### config.mk
export PLATFORM = sky130hd
export DESIGN_NAME = ipc_mailbox
export DESIGN_NICKNAME = d
export VERILOG_FILES = /design/src/rtl/ipc_mailbox_pkg.sv /design/src/rtl/ipc_mbox_ctrl.sv /design/src/rtl/ipc_mbox_store.sv /design/src/rtl/ipc_mbox_rdport.sv /design/src/rtl/ipc_mbox_irq.sv /design/src/rtl/ipc_mailbox.sv
export SDC_FILE = /design/constraint.sdc
export NUM_CORES = 1
export LEC_CHECK = 0
export BUFFER_PORTS_ARGS = -buffer_cell sky130_fd_sc_hd__buf_2
export CAP_MARGIN = 30
export CORE_MARGIN = 8
export CORE_UTILIZATION = 30
export CTS_BUF_LIST = sky130_fd_sc_hd__clkbuf_4 sky130_fd_sc_hd__clkbuf_8
export DETAILED_ROUTE_END_ITERATION = 10
export HOLD_SLACK_MARGIN = 0.08
export PLACE_DENSITY = 0.59
export SLEW_MARGIN = 10
export SYNTH_ARGS = -nofsm -noshare
export SYNTH_HDL_FRONTEND = slang
export SYNTH_SLANG_ARGS = --single-unit
### constraint.sdc
create_clock -name clk -period 1.8 [get_ports clk]
set_clock_uncertainty 0.05 [all_clocks]
set_input_delay 0.18 -clock clk [delete_from_list [all_inputs] [get_ports clk]]
set_output_delay 0.18 -clock clk [all_outputs]
set_load 0.03 [all_outputs]
### src/rtl/ipc_mailbox_pkg.sv
package ipc_mailbox_pkg;

    localparam int MBOX_ADDR_W = 2;

    typedef enum logic [MBOX_ADDR_W-1:0] {
        REG_CMD  = 2'd0,
        REG_PTR  = 2'd1,
        REG_STAT = 2'd2,
        REG_RSVD = 2'd3
    } mbox_reg_e;

    typedef enum logic {
        MB_EMPTY = 1'b0,
        MB_FULL  = 1'b1
    } mbox_state_e;

    localparam int STAT_FULL_BIT  = 0;
    localparam int STAT_EMPTY_BIT = 1;

endpackage

### src/rtl/ipc_mbox_ctrl.sv
module ipc_mbox_ctrl
    import ipc_mailbox_pkg::*;
(
    input  logic                   clk,
    input  logic                   rst_n,
    input  logic [MBOX_ADDR_W-1:0] snd_addr,
    input  logic                   snd_write,
    input  logic [MBOX_ADDR_W-1:0] rcv_addr,
    input  logic                   rcv_read,
    output logic                   full_o,
    output logic                   stall_o,
    output logic                   cmd_we_o,
    output logic                   ptr_we_o
);

    mbox_state_e state_q;
    mbox_state_e state_d;

    logic wr_cmd;
    logic wr_ptr;
    logic rd_cmd;

    assign wr_cmd = snd_write && (mbox_reg_e'(snd_addr) == REG_CMD);
    assign wr_ptr = snd_write && (mbox_reg_e'(snd_addr) == REG_PTR);
    assign rd_cmd = rcv_read  && (mbox_reg_e'(rcv_addr) == REG_CMD);

    // next-state logic: T_POST and T_TAKE
    always_comb begin
        state_d = state_q;
        unique case (state_q)
            MB_EMPTY: if (wr_cmd) state_d = MB_FULL;
            MB_FULL:  if (rd_cmd) state_d = MB_EMPTY;
            default:  state_d = MB_EMPTY;
        endcase
    end

    // state register
    always_ff @(posedge clk or negedge rst_n) begin
        if (!rst_n) begin
            state_q <= MB_EMPTY;
        end else begin
            state_q <= state_d;
        end
    end

    // outputs
    always_comb begin
        full_o   = 1'b0;
        stall_o  = 1'b0;
        cmd_we_o = 1'b0;
        ptr_we_o = 1'b0;
        unique case (state_q)
            MB_EMPTY: begin
                cmd_we_o = wr_cmd;
                ptr_we_o = wr_ptr;
            end
            MB_FULL: begin
                full_o  = 1'b1;
                stall_o = wr_cmd || wr_ptr;
            end
            default: begin
                full_o = 1'b0;
            end
        endcase
    end

endmodule

### src/rtl/ipc_mbox_store.sv
module ipc_mbox_store #(
    parameter int DATA_W = 32
) (
    input  logic              clk,
    input  logic              rst_n,
    input  logic              cmd_we,
    input  logic              ptr_we,
    input  logic [DATA_W-1:0] wdata,
    output logic [DATA_W-1:0] cmd_q,
    output logic [DATA_W-1:0] ptr_q
);

    always_ff @(posedge clk or negedge rst_n) begin
        if (!rst_n) begin
            cmd_q <= '0;
        end else if (cmd_we) begin
            cmd_q <= wdata;
        end
    end

    always_ff @(posedge clk or negedge rst_n) begin
        if (!rst_n) begin
            ptr_q <= '0;
        end else if (ptr_we) begin
            ptr_q <= wdata;
        end
    end

endmodule

### src/rtl/ipc_mbox_rdport.sv
module ipc_mbox_rdport
    import ipc_mailbox_pkg::*;
#(
    parameter int DATA_W = 32
) (
    input  logic                   clk,
    input  logic                   rst_n,
    input  logic                   full,
    input  logic [DATA_W-1:0]      cmd_q,
    input  logic [DATA_W-1:0]      ptr_q,
    input  logic [MBOX_ADDR_W-1:0] snd_addr,
    input  logic                   snd_read,
    input  logic [MBOX_ADDR_W-1:0] rcv_addr,
    input  logic                   rcv_read,
    output logic [DATA_W-1:0]      snd_rdata,
    output logic [DATA_W-1:0]      rcv_rdata
);

    logic [DATA_W-1:0] status_word;
    logic [DATA_W-1:0] rcv_mux;

    always_comb begin
        status_word                 = '0;
        status_word[STAT_FULL_BIT]  = full;
        status_word[STAT_EMPTY_BIT] = !full;
    end

    // sender: zero-wait, status only
    always_comb begin
        snd_rdata = '0;
        if (snd_read && (mbox_reg_e'(snd_addr) == REG_STAT)) begin
            snd_rdata = status_word;
        end
    end

    always_comb begin
        rcv_mux = '0;
        unique case (mbox_reg_e'(rcv_addr))
            REG_CMD:  rcv_mux = full ? cmd_q : '0;
            REG_PTR:  rcv_mux = ptr_q;
            REG_STAT: rcv_mux = status_word;
            REG_RSVD: rcv_mux = '0;
            default:  rcv_mux = '0;
        endcase
    end

    // receiver: one-cycle fixed latency
    always_ff @(posedge clk or negedge rst_n) begin
        if (!rst_n) begin
            rcv_rdata <= '0;
        end else if (rcv_read) begin
            rcv_rdata <= rcv_mux;
        end
    end

endmodule

### src/rtl/ipc_mbox_irq.sv
module ipc_mbox_irq #(
    parameter bit SPACE_IRQ_EN = 1'b1
) (
    input  logic full,
    output logic irq_msg,
    output logic irq_space
);

    assign irq_msg = full;

    generate
        if (SPACE_IRQ_EN) begin : g_space
            assign irq_space = !full;
        end else begin : g_no_space
            assign irq_space = 1'b0;
        end
    endgenerate

endmodule

### src/rtl/ipc_mailbox.sv
module ipc_mailbox
    import ipc_mailbox_pkg::*;
#(
    parameter int DATA_W       = 32,
    parameter bit SPACE_IRQ_EN = 1'b1
) (
    input  logic                   clk,
    input  logic                   rst_n,
    input  logic [MBOX_ADDR_W-1:0] snd_addr,
    input  logic                   snd_write,
    input  logic [DATA_W-1:0]      snd_writedata,
    input  logic                   snd_read,
    output logic [DATA_W-1:0]      snd_readdata,
    output logic                   snd_waitrequest,
    input  logic [MBOX_ADDR_W-1:0] rcv_addr,
    input  logic                   rcv_read,
    output logic [DATA_W-1:0]      rcv_readdata,
    output logic                   irq_msg,
    output logic                   irq_space
);

    logic              full;
    logic              cmd_we;
    logic              ptr_we;
    logic [DATA_W-1:0] cmd_q;
    logic [DATA_W-1:0] ptr_q;

    ipc_mbox_ctrl u_ctrl (
        .clk       (clk),
        .rst_n     (rst_n),
        .snd_addr  (snd_addr),
        .snd_write (snd_write),
        .rcv_addr  (rcv_addr),
        .rcv_read  (rcv_read),
        .full_o    (full),
        .stall_o   (snd_waitrequest),
        .cmd_we_o  (cmd_we),
        .ptr_we_o  (ptr_we)
    );

    ipc_mbox_store #(.DATA_W(DATA_W)) u_store (
        .clk    (clk),
        .rst_n  (rst_n),
        .cmd_we (cmd_we),
        .ptr_we (ptr_we),
        .wdata  (snd_writedata),
        .cmd_q  (cmd_q),
        .ptr_q  (ptr_q)
    );

    ipc_mbox_rdport #(.DATA_W(DATA_W)) u_rdport (
        .clk       (clk),
        .rst_n     (rst_n),
        .full      (full),
        .cmd_q     (cmd_q),
        .ptr_q     (ptr_q),
        .snd_addr  (snd_addr),
        .snd_read  (snd_read),
        .rcv_addr  (rcv_addr),
        .rcv_read  (rcv_read),
        .snd_rdata (snd_readdata),
        .rcv_rdata (rcv_readdata)
    );

    ipc_mbox_irq #(.SPACE_IRQ_EN(SPACE_IRQ_EN)) u_irq (
        .full      (full),
        .irq_msg   (irq_msg),
        .irq_space (irq_space)
    );

endmodule

==> results.tsv, run 1 <==
stage	metric	value	unit
critical_path	end_kind	output pin	
power_and_ir_drop	cellPowerDensity	1204	mW/mm^2
finish	multi_input_area	0.001536	mm^2
finish	final_common_cell	dfrtp_1	
synth	yosys-top-cells-area	dfrtp_1, mux2_2, a221o_1	
critical_path	arrival	1.48	ns
sta	worst_pin_slew	0.6438	ns
synth	synth_top_area_share	57.86	%
floorplanning	die_y	134.3	um
synth	synthCells	293	
detailed_routing	drt_wl_total	9885	um
synth	synth-adder-area-share	0	%
clock_tree	cts.sinks	97	
place	dp_hpwl	6621	um
critical_path	critical_path_class	reg2out	
detailed_routing	drc	0	
critical_path	cp_slowest_cell	dfrtp_1	
synth	synth-xor-area-share	0	%
critical_path	startpoint_type	register	
hold_path	min_from	rcv_read	
synth	ys_types	31	
clock_tree	cts-resized-gates	0	
synth	yosys_warnings	0	
synth	muxShareOfSynthArea	17.42	%
global_routing	grt_max_degree	53	
critical_path	cp_cell_sequence	buf_4 -> nor4bb_2 -> buf_2	
critical_path	critPathMaxStageDelay	0.40	ns
detailed_routing	firstDrtPassIters	4	
clock_tree	cts_root_buffer	clkbuf_8	
floorplanning	std_cell_rows	43	
finish	regArea	0.002427	mm^2
sta	max_freq	585.3	MHz
sta	relSlewSlack	57.04	%
critical_path	cp_max_fo	10	
critical_path	worstPathRequired	1.57	ns
critical_path	r2r-end	u_store.ptr_q[12]$_DFFE_PN0P_	
sta	rsz0062_at_grt	no	
critical_path	timing.rr.start	u_ctrl.state_q$_DFF_PN0_	
detailed_routing	post_drt_wl_per_cell	16.56	um
clock_tree	cts.clk_slew.worst_paths	0.09	ns
synth	ys_seq_area_share	57.86	%
clock_tree	clk_latency	0.37	ns
critical_path	rr_worst_depth	4	
sta	layout_setup_ws	0.09137	ns
run	maxCapViolCount	0	
sta	setup_viol	0	
floorplanning	initial_core_util	30.46	%
sta	hold_violations	0	
detailed_routing	drtIter0Drc	160	
floorplanning	io_pins	108	
clock_tree	cts_tree	done	
critical_path	r2r_slack	0.18	ns
finish	synthToLayoutAreaGrowth	26.75	%
global_routing	grt_pass1_vias	2986	
floorplanning	die_area	0.01802	mm^2
sta	layout_worst_path_cycle_share	94.92	%
finish	drive_gt1_share	39.57	%
floorplanning	coreArea	0.01377	mm^2
detailed_routing	num_vias	2728	
finish	num-fill-cells	1328	
run_status	outcome	complete, no violations	
hold_path	holdPathStages	4	
clock_tree	cts_made_buffers	9	
power_and_ir_drop	vdd_drop_max	708.9	uV
finish	mostFrequentLayoutCells	dfrtp_1, buf_2, mux2_2, dlygate4sd3_1, conb_1	
synth	syn_area_per_cell	14.32	um^2
synth	syn_area	0.004195	mm^2
finish	diodes	0	
global_routing	grt_usage	11.36	%
place	dpl_worst_slack	-0.02125	ns
synth	yosys_register_bits	97	
place	port_buffers	77	
power_and_ir_drop	power.leakage	2.504	nW
synth	yosysTopAreaCell	dfrtp_1	
global_routing	overflow	0	
global_routing	antenna_found_initial	0	
synth	synth_compound_area_share	7.993	%
global_routing	grt_pass1_wl	16060	um
detailed_routing	drtAntennaViolNets	0	
sta	slew_viol_final	0	
sta	fin_tns_setup	0	ns
synth	synth_top_family_by_area	multiplexers	
clock_tree	cts_buffer_depth	2	
synth	synth-simple-area-share	8.082	%
finish	final_util	38.61	%
floorplanning	die_x	134.3	um
detailed_routing	via_per_inst	4.570	
finish	finish.net_count	453	
place	place_congestion	0.7169	
hold_path	hp-class	in2reg	
clock_tree	htree_levels	3	
hold_path	min_to	u_rdport.rcv_rdata[0]$_DFFE_PN0P_	
sta	finalCriticalPeriod	1.709	ns
final cells by class:
type	instances	area share, %
inverter	2	0.1412
tap	180	4.235
multi-input combinational	177	28.89
clock inverter	6	2.118
clock buffer	10	2.588
timing repair buffer	125	16.38
sequential	97	45.65
critical path: cells and delay by family, from the launching register on:
kind                   cells  cell delay [ns]
buffers and inverters      2             0.43
flip-flops                 1             0.40
AND/OR/NAND/NOR            1             0.28
synthesized netlist by cell type:
library cell and number:
and2b_1 4, a21oi_1 1, mux2i_1 1, dfrtp_1 97, nor3_2 1, buf_6 6, o21ai_0 3, o221a_2 1
nand3b_1 1, nand2b_2 1, nand2b_4 1, and4b_1 2, conb_1 1, nand3_1 1, clkbuf_1 3, nor2b_1 25
nor3_4 1, buf_2 2, nor3b_2 1, a21boi_0 1, mux2_1 16, nand2b_1 3, a31oi_1 1, nor4bb_1 1
mux2_2 48, nor3b_4 1, buf_4 35, inv_2 2, nor2_1 1, a221o_1 29, nand2_1 2
sequential cells by signal, indices dropped and copies added, names as in the netlist:
register            count
u_rdport.rcv_rdata     32
u_ctrl.state_q          1
u_store.ptr_q          32
u_store.cmd_q          32
routing by layer:
layer	wire length, um	GRT usage (%)
met1	4121	13.22
met2	4769	18.64
met3	758	3.815
met4	236	4.928
met5	0	0
power breakdown:
group,total (W),internal (W),switching (W),leakage (nW)
registers,0.00313,0.00280,0.000327,1.20
logic,0.00153,0.000721,0.000806,1.18
clock network,0.00174,0.000966,0.000779,0.127
repair_timing:
item	in CTS	in global routing
pin swaps	1	1
hold endpoints to repair	162	0
hold buffers	34	0
setup buffers	0	3
endpoints found under the setup margin	4	11
worst max path at each step:
stage                                        start                                  to  slack, ns
after floorplan           u_ctrl.state_q$_DFF_PN0_  u_rdport.rcv_rdata[21]$_DFFE_PN0P_       0.12
after global placement                 rcv_addr[1]   u_rdport.rcv_rdata[5]$_DFFE_PN0P_      -0.03
after detailed placement               rcv_addr[1]   u_rdport.rcv_rdata[4]$_DFFE_PN0P_      -0.02
after CTS                 u_ctrl.state_q$_DFF_PN0_  u_rdport.rcv_rdata[18]$_DFFE_PN0P_       0.06
after global routing      u_ctrl.state_q$_DFF_PN0_                     snd_readdata[1]       0.03
final                     u_ctrl.state_q$_DFF_PN0_                     snd_readdata[1]       0.09
per-stage QoR:
step	hold WS [ns]	std cells	power (W)	instance area (um^2)
finish	0.1351	597	0.006403	5318
global route	0.1361	597	0.006762	5318
CTS	0.1161	594	0.006488	5295
detailed placement	0.009126	544	0.004669	4705
global placement	0.003533	544	0.004584	4705
floorplan	-0.1656	322	0.004204	4310
logic make-up (layout without fill, tap and decap cells):
logic type	Yosys count	after routing
and+or+nand+nor	46	46
AOI/OAI and AO/OA	36	36
DFF	97	97
other	1	30
muxes	65	65
buffers and inverters	48	143
No activity file was read; power rests on OpenSTA's default activity.
==> run 2, diff against run 1 <==
BUFFER_PORTS_ARGS = unset   (was -buffer_cell sky130_fd_sc_hd__buf_2)
CORE_MARGIN = unset   (was 8)
DONT_BUFFER_PORTS = 1   (was unset)
PLACE_DENSITY = 0.53   (was 0.59)
==> run 2 against run 1 <==
The run now ends with hold timing left. Total power is 8.5% lower. Flip-flop and latch count stayed put. Core utilization is 2.4 points lower. Hold slack worse by 0.68 ns. Register-to-register slack worse by 0.02 ns. Largest cell class unchanged.
==> results.tsv, run 2 (synthesized netlist as in run 1, its figures left out) <==
stage	metric	value	unit	change
finish	final_common_cell	dfrtp_1		
sta	hold_violations	97		+97
finish	finish.net_count	374		-17%
floorplanning	die_area	0.01446	mm^2	-20%
power_and_ir_drop	cellPowerDensity	1203	mW/mm^2	about the same
power_and_ir_drop	vdd_drop_max	579.3	uV	-18%
finish	regArea	0.002429	mm^2	about the same
detailed_routing	firstDrtPassIters	4		unchanged
critical_path	arrival	1.89	ns	+0.41 ns
finish	drive_gt1_share	24.93	%	-15 points
critical_path	worstPathRequired	2.06	ns	+0.49 ns
sta	setup_viol	0		unchanged
clock_tree	cts_root_buffer	clkbuf_8		
global_routing	grt_usage	13.32	%	+2.0 points
detailed_routing	via_per_inst	4.786		+4.7%
run_status	violations	hold timing		
place	dp.cells	461		-15%
finish	num-fill-cells	1328		unchanged
sta	layout_worst_path_cycle_share	90.86	%	-4.1 points
hold_path	hp-class	in2async		
critical_path	cp_max_fo	6		-4
critical_path	end_kind	register		
floorplanning	die_x	120.3	um	-10%
clock_tree	cts_made_buffers	9		unchanged
clock_tree	cts.clk_slew.worst_paths	0.09	ns	about the same
global_routing	grt_max_degree	98		+85%
global_routing	grt_pass1_wl	14560	um	-9.3%
finish	mostFrequentLayoutCells	dfrtp_1, mux2_2, dlygate4sd3_1, conb_1, a221o_1		
place	dp_hpwl	5372	um	-19%
finish	multi_input_area	0.001536	mm^2	unchanged
global_routing	overflow	0		unchanged
global_routing	grt_pass1_vias	2717		-9.0%
detailed_routing	num_vias	2455		-10%
finish	largest_registers	u_rdport.rcv_rdata (32), u_store.cmd_q (32), u_store.ptr_q (32)		
detailed_routing	drtIter0Drc	111		-31%
floorplanning	io_pins	108		unchanged
floorplanning	coreArea	0.01345	mm^2	-2.3%
critical_path	critical_path_class	reg2reg		
detailed_routing	drc	0		unchanged
clock_tree	cts_tree	done		
clock_tree	htree_levels	3		unchanged
sta	hold_slack	-0.5485	ns	-0.6836 ns
run	maxCapViolCount	0		unchanged
place	place_congestion	0.7043		-1.8%
sta	rsz0062_at_grt	no		
sta	layout_setup_ws	0.1645	ns	+0.07311 ns
floorplanning	initial_core_util	31.18	%	+0.73 points
global_routing	antenna_found_initial	0		unchanged
sta	finalCriticalPeriod	1.636	ns	-0.07311 ns
detailed_routing	drt_wl_total	8640	um	-13%
place	port_buffers	0		-100%
run_status	outcome	finished with violations		
sta	max_freq	611.4	MHz	+4.5%
power_and_ir_drop	power.leakage	2.125	nW	-15%
finish	final_area	0.004870	mm^2	-8.4%
clock_tree	cts_buffer_depth	2		unchanged
finish	final_util	36.20	%	-2.4 points
clock_tree	cts.sinks	97		unchanged
sta	slew_viol_final	0		unchanged
critical_path	startpoint_type	register		
detailed_routing	post_drt_wl_per_cell	16.84	um	+1.7%
floorplanning	std_cell_rows	42		-2.3%
clock_tree	cts_hold_buf	37		+8.8%
sta	fin_tns_setup	0	ns	unchanged
clock_tree	clk_latency	0.36	ns	about the same
place	post_dp_cell_area	0.004284	mm^2	-8.9%
detailed_routing	drtAntennaViolNets	0		unchanged
floorplanning	die_y	120.3	um	-10%
place	dpl_worst_slack	0.2459	ns	+0.2671 ns
finish	synthToLayoutAreaGrowth	16.08	%	
finish	stdcell_count	513		-14%
finish	diodes	0		unchanged
run 2: cell types whose count changed in the layout (fill, tap and decap cells not counted), moves of 2 or more:
cell / change
buf_2: -76
buf_4: -5
bufinv_16: -2
clkbuf_4: +2
dlygate4sd3_1: +2
run 2: path summary, 6_finish.rpt:
kind / from / endpoint / slack [ns] / cells past startpoint
max: u_ctrl.state_q$_DFF_PN0_ / u_rdport.rcv_rdata[31]$_DFFE_PN0P_ / 0.16 / 4
min: rst_n / u_store.ptr_q[1]$_DFFE_PN0P_ / -0.55 / 0
max reg2reg: u_ctrl.state_q$_DFF_PN0_ / u_rdport.rcv_rdata[31]$_DFFE_PN0P_ / 0.16 / 4
min reg2reg: u_store.ptr_q[8]$_DFFE_PN0P_ / u_store.ptr_q[8]$_DFFE_PN0P_ / 0.44 / 1
max in group asynchronous: rst_n / u_rdport.rcv_rdata[17]$_DFFE_PN0P_ / 2.09 / 0
min in group clk: rcv_addr[1] / u_rdport.rcv_rdata[0]$_DFFE_PN0P_ / 0.12 / 3
run 2: area by class of cell:
class	instances	share of cell area [%]
Tap cell	176	4.522
Inverter	2	0.1542
Sequential cell	97	49.87
Timing Repair Buffer	46	9.712
Clock inverter	2	0.7708
Multi-Input combinational cell	177	31.55
Clock buffer	13	3.417
run 2: report_power, final:
part	total [W]	switching, W	internal (W)
logic	0.00100	0.000406	0.000597
clock network	0.00145	0.000705	0.000743
registers	0.00341	0.000607	0.00280
total	0.00586	0.00172	0.00414
run 2: worst max-delay path, cell delays in order (launching register included):
cell and delay (ns):
dfrtp_2 0.47, buf_4 0.24, nand3b_1 0.09, a31oi_1 0.16
dlygate4sd3_1 0.56
run 2: what timing repair did:
action,in CTS,in global routing
resized for setup,0,1
endpoints found under the hold margin,194,97
setup endpoints to repair,0,1
setup buffers,0,0
run 2: metal layers:
| layer | routed length, um | track usage, % |
|---|---|---|
| met1 | 3568 | 16.06 |
| met4 | 131 | 4.090 |
| met3 | 638 | 5.189 |
| met2 | 4301 | 21.88 |
| met5 | 0 | 0 |
run 2: through the flow:
stage               hold WS [ns]  power [W]
floorplan                -0.1656   0.004204
global placement         -0.1621   0.004301
detailed placement       -0.1622   0.004377
CTS                      -0.5861   0.005953
global route             -0.5912   0.006232
finish                   -0.5485   0.005858
==> run 3, diff against run 2 <==
GPL_TIMING_DRIVEN = 0   (was unset)
SYNTH_HIERARCHICAL = 1   (was unset)
==> run 3 against run 2 <==
The flow still finishes with violations (hold timing). Die area is 12% higher. Critical endpoint is now u_store/ptr_q[17]$_DFFE_PN0P_. Critical path type unchanged. Count of clock-buffer cells in the layout is 4 lower. Combinational power is 48% higher.
==> results.tsv, run 3 <==
stage	metric	value	unit	change
run_status	outcome	finished with violations		
run_status	violations	hold timing		
critical_path	end_kind	register		
clock_tree	cts_made_buffers	9		unchanged
power_and_ir_drop	cellPowerDensity	1156	mW/mm^2	-3.9%
global_routing	overflow	0		unchanged
global_routing	grt_max_degree	98		unchanged
floorplanning	die_area	0.01619	mm^2	+12%
synth	yosys-top-cells-area	dfrtp_1, mux2_4, a221oi_2		
clock_tree	cts_tree	done		
place	post_dp_cell_area	0.005085	mm^2	+19%
detailed_routing	drtAntennaViolNets	0		unchanged
finish	synthToLayoutAreaGrowth	21.86	%	
detailed_routing	post_drt_wl_per_cell	16.63	um	-1.3%
critical_path	critical_path_class	reg2reg		
finish	final_area	0.005734	mm^2	+18%
synth	yosys_warnings	6		+6
run	maxCapViolCount	0		unchanged
synth	ys_async_sr_fraction	100.0	%	unchanged
critical_path	cpLargestDelayFamily	flip-flops		
synth	synth_compound_area_share	11.59	%	+3.6 points
sta	slew_viol_final	0		unchanged
place	dpl_worst_slack	0.08543	ns	-0.1604 ns
critical_path	startpoint_type	register		
synth	synth_common_cells	dfrtp_1, mux2_4, nor2_1, buf_4, a221oi_2		
clock_tree	cts_buffer_depth	2		unchanged
global_routing	antenna_found_initial	0		unchanged
synth	muxShareOfSynthArea	20.10	%	+2.7 points
finish	final_util	37.58	%	+1.4 points
finish	num-fill-cells	1501		+13%
sta	layout_setup_ws	0.1377	ns	-0.02673 ns
floorplanning	coreArea	0.01526	mm^2	+13%
synth	synth-adder-area-share	0	%	unchanged
synth	ys_seq_area_share	51.58	%	-6.3 points
finish	stdcell_count	619		+21%
place	dp_hpwl	6612	um	+23%
clock_tree	cts_root_buffer	clkbuf_8		
critical_path	worst-path-buf-inv	2		unchanged
detailed_routing	drt_wl_total	10290	um	+19%
synth	synth_top_area_share	51.58	%	-6.3 points
synth	syn_area	0.004706	mm^2	+12%
synth	synthCells	324		+11%
sta	hold_slack	-0.5625	ns	-0.01402 ns
floorplanning	io_pins	108		unchanged
clock_tree	clk_latency	0.38	ns	+0.02 ns
critical_path	cp_cell_sequence	nor4bb_2 -> buf_6 -> buf_12 -> mux2_4		
power_and_ir_drop	vdd_drop_max	552.8	uV	-4.6%
global_routing	grt_pass1_vias	2818		+3.7%
clock_tree	cts.sinks	97		unchanged
sta	hold_violations	97		unchanged
sta	worst_pin_slew	0.7422	ns	
sta	max_freq	601.6	MHz	-1.6%
synth	ys_types	30		-3.2%
finish	drive_gt1_share	42.40	%	+17 points
sta	relSlewSlack	50.52	%	
place	port_buffers	0		unchanged
finish	diodes	0		unchanged
sta	rsz0062_at_grt	no		
synth	synth-xor-area-share	0	%	unchanged
clock_tree	cts_hold_buf	39		+5.4%
clock_tree	htree_levels	3		unchanged
critical_path	arrival	1.88	ns	about the same
synth	yosysTopAreaCell	dfrtp_1		
global_routing	grt_pass1_wl	16370	um	+12%
detailed_routing	firstDrtPassIters	4		unchanged
synth	yosys_register_bits	97		unchanged
synth	syn_area_per_cell	14.52	um^2	+1.4%
critical_path	cp_max_fo	11		+5
sta	setup_viol	0		unchanged
floorplanning	initial_core_util	30.84	%	-0.34 points
floorplanning	die_y	127.2	um	+5.8%
detailed_routing	drc	0		unchanged
place	place_congestion	0.7031		-0.17%
place	dp.cells	564		+22%
power_and_ir_drop	power.leakage	2.555	nW	+20%
clock_tree	post_cts_buffers	0		unchanged
floorplanning	die_x	127.2	um	+5.8%
finish	mostFrequentLayoutCells	dfrtp_1, mux2_4, nor2_1, dlygate4sd3_1, buf_4		
synth	synth_edf_count	0		unchanged
hold_path	hp-class	in2async		
detailed_routing	drtIter0Drc	85		-23%
synth	synth-simple-area-share	6.434	%	-1.6 points
finish	finish.net_count	444		+19%
detailed_routing	via_per_inst	4.313		-9.9%
finish	final_common_cell	dfrtp_1		
clock_tree	cts.clk_slew.worst_paths	0.10	ns	about the same
critical_path	critPathMaxStageDelay	0.51	ns	-0.05 ns
critical_path	worstPathRequired	2.02	ns	-0.04 ns
global_routing	grt_usage	13.74	%	+0.42 points
finish	largest_registers	u_rdport/rcv_rdata (32), u_store/cmd_q (32), u_store/ptr_q (32)		
sta	layout_worst_path_cycle_share	92.35	%	+1.5 points
detailed_routing	num_vias	2670		+8.8%
sta	fin_tns_setup	0	ns	unchanged
synth	synthFlopType	dfrtp_1		
sta	finalCriticalPeriod	1.662	ns	+0.02673 ns
floorplanning	std_cell_rows	45		+7.1%
synth	synth.most_common_cell	dfrtp_1		
critical_path	cp_slowest_cell	dfrtp_2		
synth	synth_top_family_by_area	multiplexers		
run 3: changes by cell type after synthesis, moves of 3 or more:
cell / before / now
mux2_4: 0 / 60
nor2_1: 1 / 51
mux2_2: 48 / 4
a221o_1: 29 / 0
nor2b_1: 25 / 1
a221oi_2: 0 / 19
mux2_1: 16 / 0
a21oi_2: 0 / 10
a22oi_2: 0 / 10
buf_12: 0 / 6
and2b_1: 4 / 0
buf_4: 35 / 31
nand2b_1: 3 / 0
run 3: cell type report:
type,count,area [um^2],share of cell area (%)
flip-flops and latches,97,2429,42.35
multi-input cells,202,1928,33.62
plain buffers,52,473.0,8.248
repair buffers,39,390.4,6.808
well taps,211,264.0,4.604
clock buffers,9,123.9,2.160
clock inverters,7,118.9,2.073
inverters,2,7.507,0.1309
run 3: per-layer routing:
metal / vias up / GRT usage [%] / wire [um]
li1: 1242 / - / -
met1: 1326 / 17.91 / 4769
met2: 90 / 20.65 / 4574
met3: 12 / 5.109 / 801
met4: 0 / 5.392 / 146
met5: - / 0 / 0
run 3: where the power goes:
| group | switching [W] | internal, W |
|---|---|---|
| Combinational | 0.000514 | 0.000962 |
| Clock | 0.000788 | 0.000922 |
| Sequential | 0.000661 | 0.00278 |
run 3: cells by family after synthesis:
family / after synthesis
mux: 64
buf+inv: 54
simple gates: 62
flops: 97
other cells: 1
compound gates: 46
run 3: final timing paths:
kind                                              start                            endpoint  slack, ns  depth (start not counted)
min in group clk                            rcv_addr[0]   u_rdport/rcv_rdata[2]$_DFFE_PN0P_       0.14                          3
max in group asynchronous                         rst_n  u_rdport/rcv_rdata[17]$_DFFE_PN0P_       2.10                          0
min                                               rst_n       u_store/cmd_q[27]$_DFFE_PN0P_      -0.56                          0
min reg2reg                u_store/ptr_q[2]$_DFFE_PN0P_        u_store/ptr_q[2]$_DFFE_PN0P_       0.47                          1
max reg2reg                    u_ctrl/state_q$_DFF_PN0_       u_store/ptr_q[17]$_DFFE_PN0P_       0.14                          4
max                            u_ctrl/state_q$_DFF_PN0_       u_store/ptr_q[17]$_DFFE_PN0P_       0.14                          4
run 3: metrics by stage:
| stage | hold WS (ns) | power [W] |
|---|---|---|
| 2_1_floorplan | -0.1656 | 0.004624 |
| 3_3_place_gp | -0.1630 | 0.004827 |
| 3_5_place_dp | -0.1632 | 0.004879 |
| 4_1_cts | -0.5983 | 0.006729 |
| 5_1_grt | -0.6001 | 0.006985 |
| 6_report | -0.5625 | 0.006630 |
run 3: what timing repair did:
action,CTS,global route
endpoints found under the hold margin,164,97
pin swaps,0,1
setup endpoints to repair,1,33
gates resized for setup,1,2
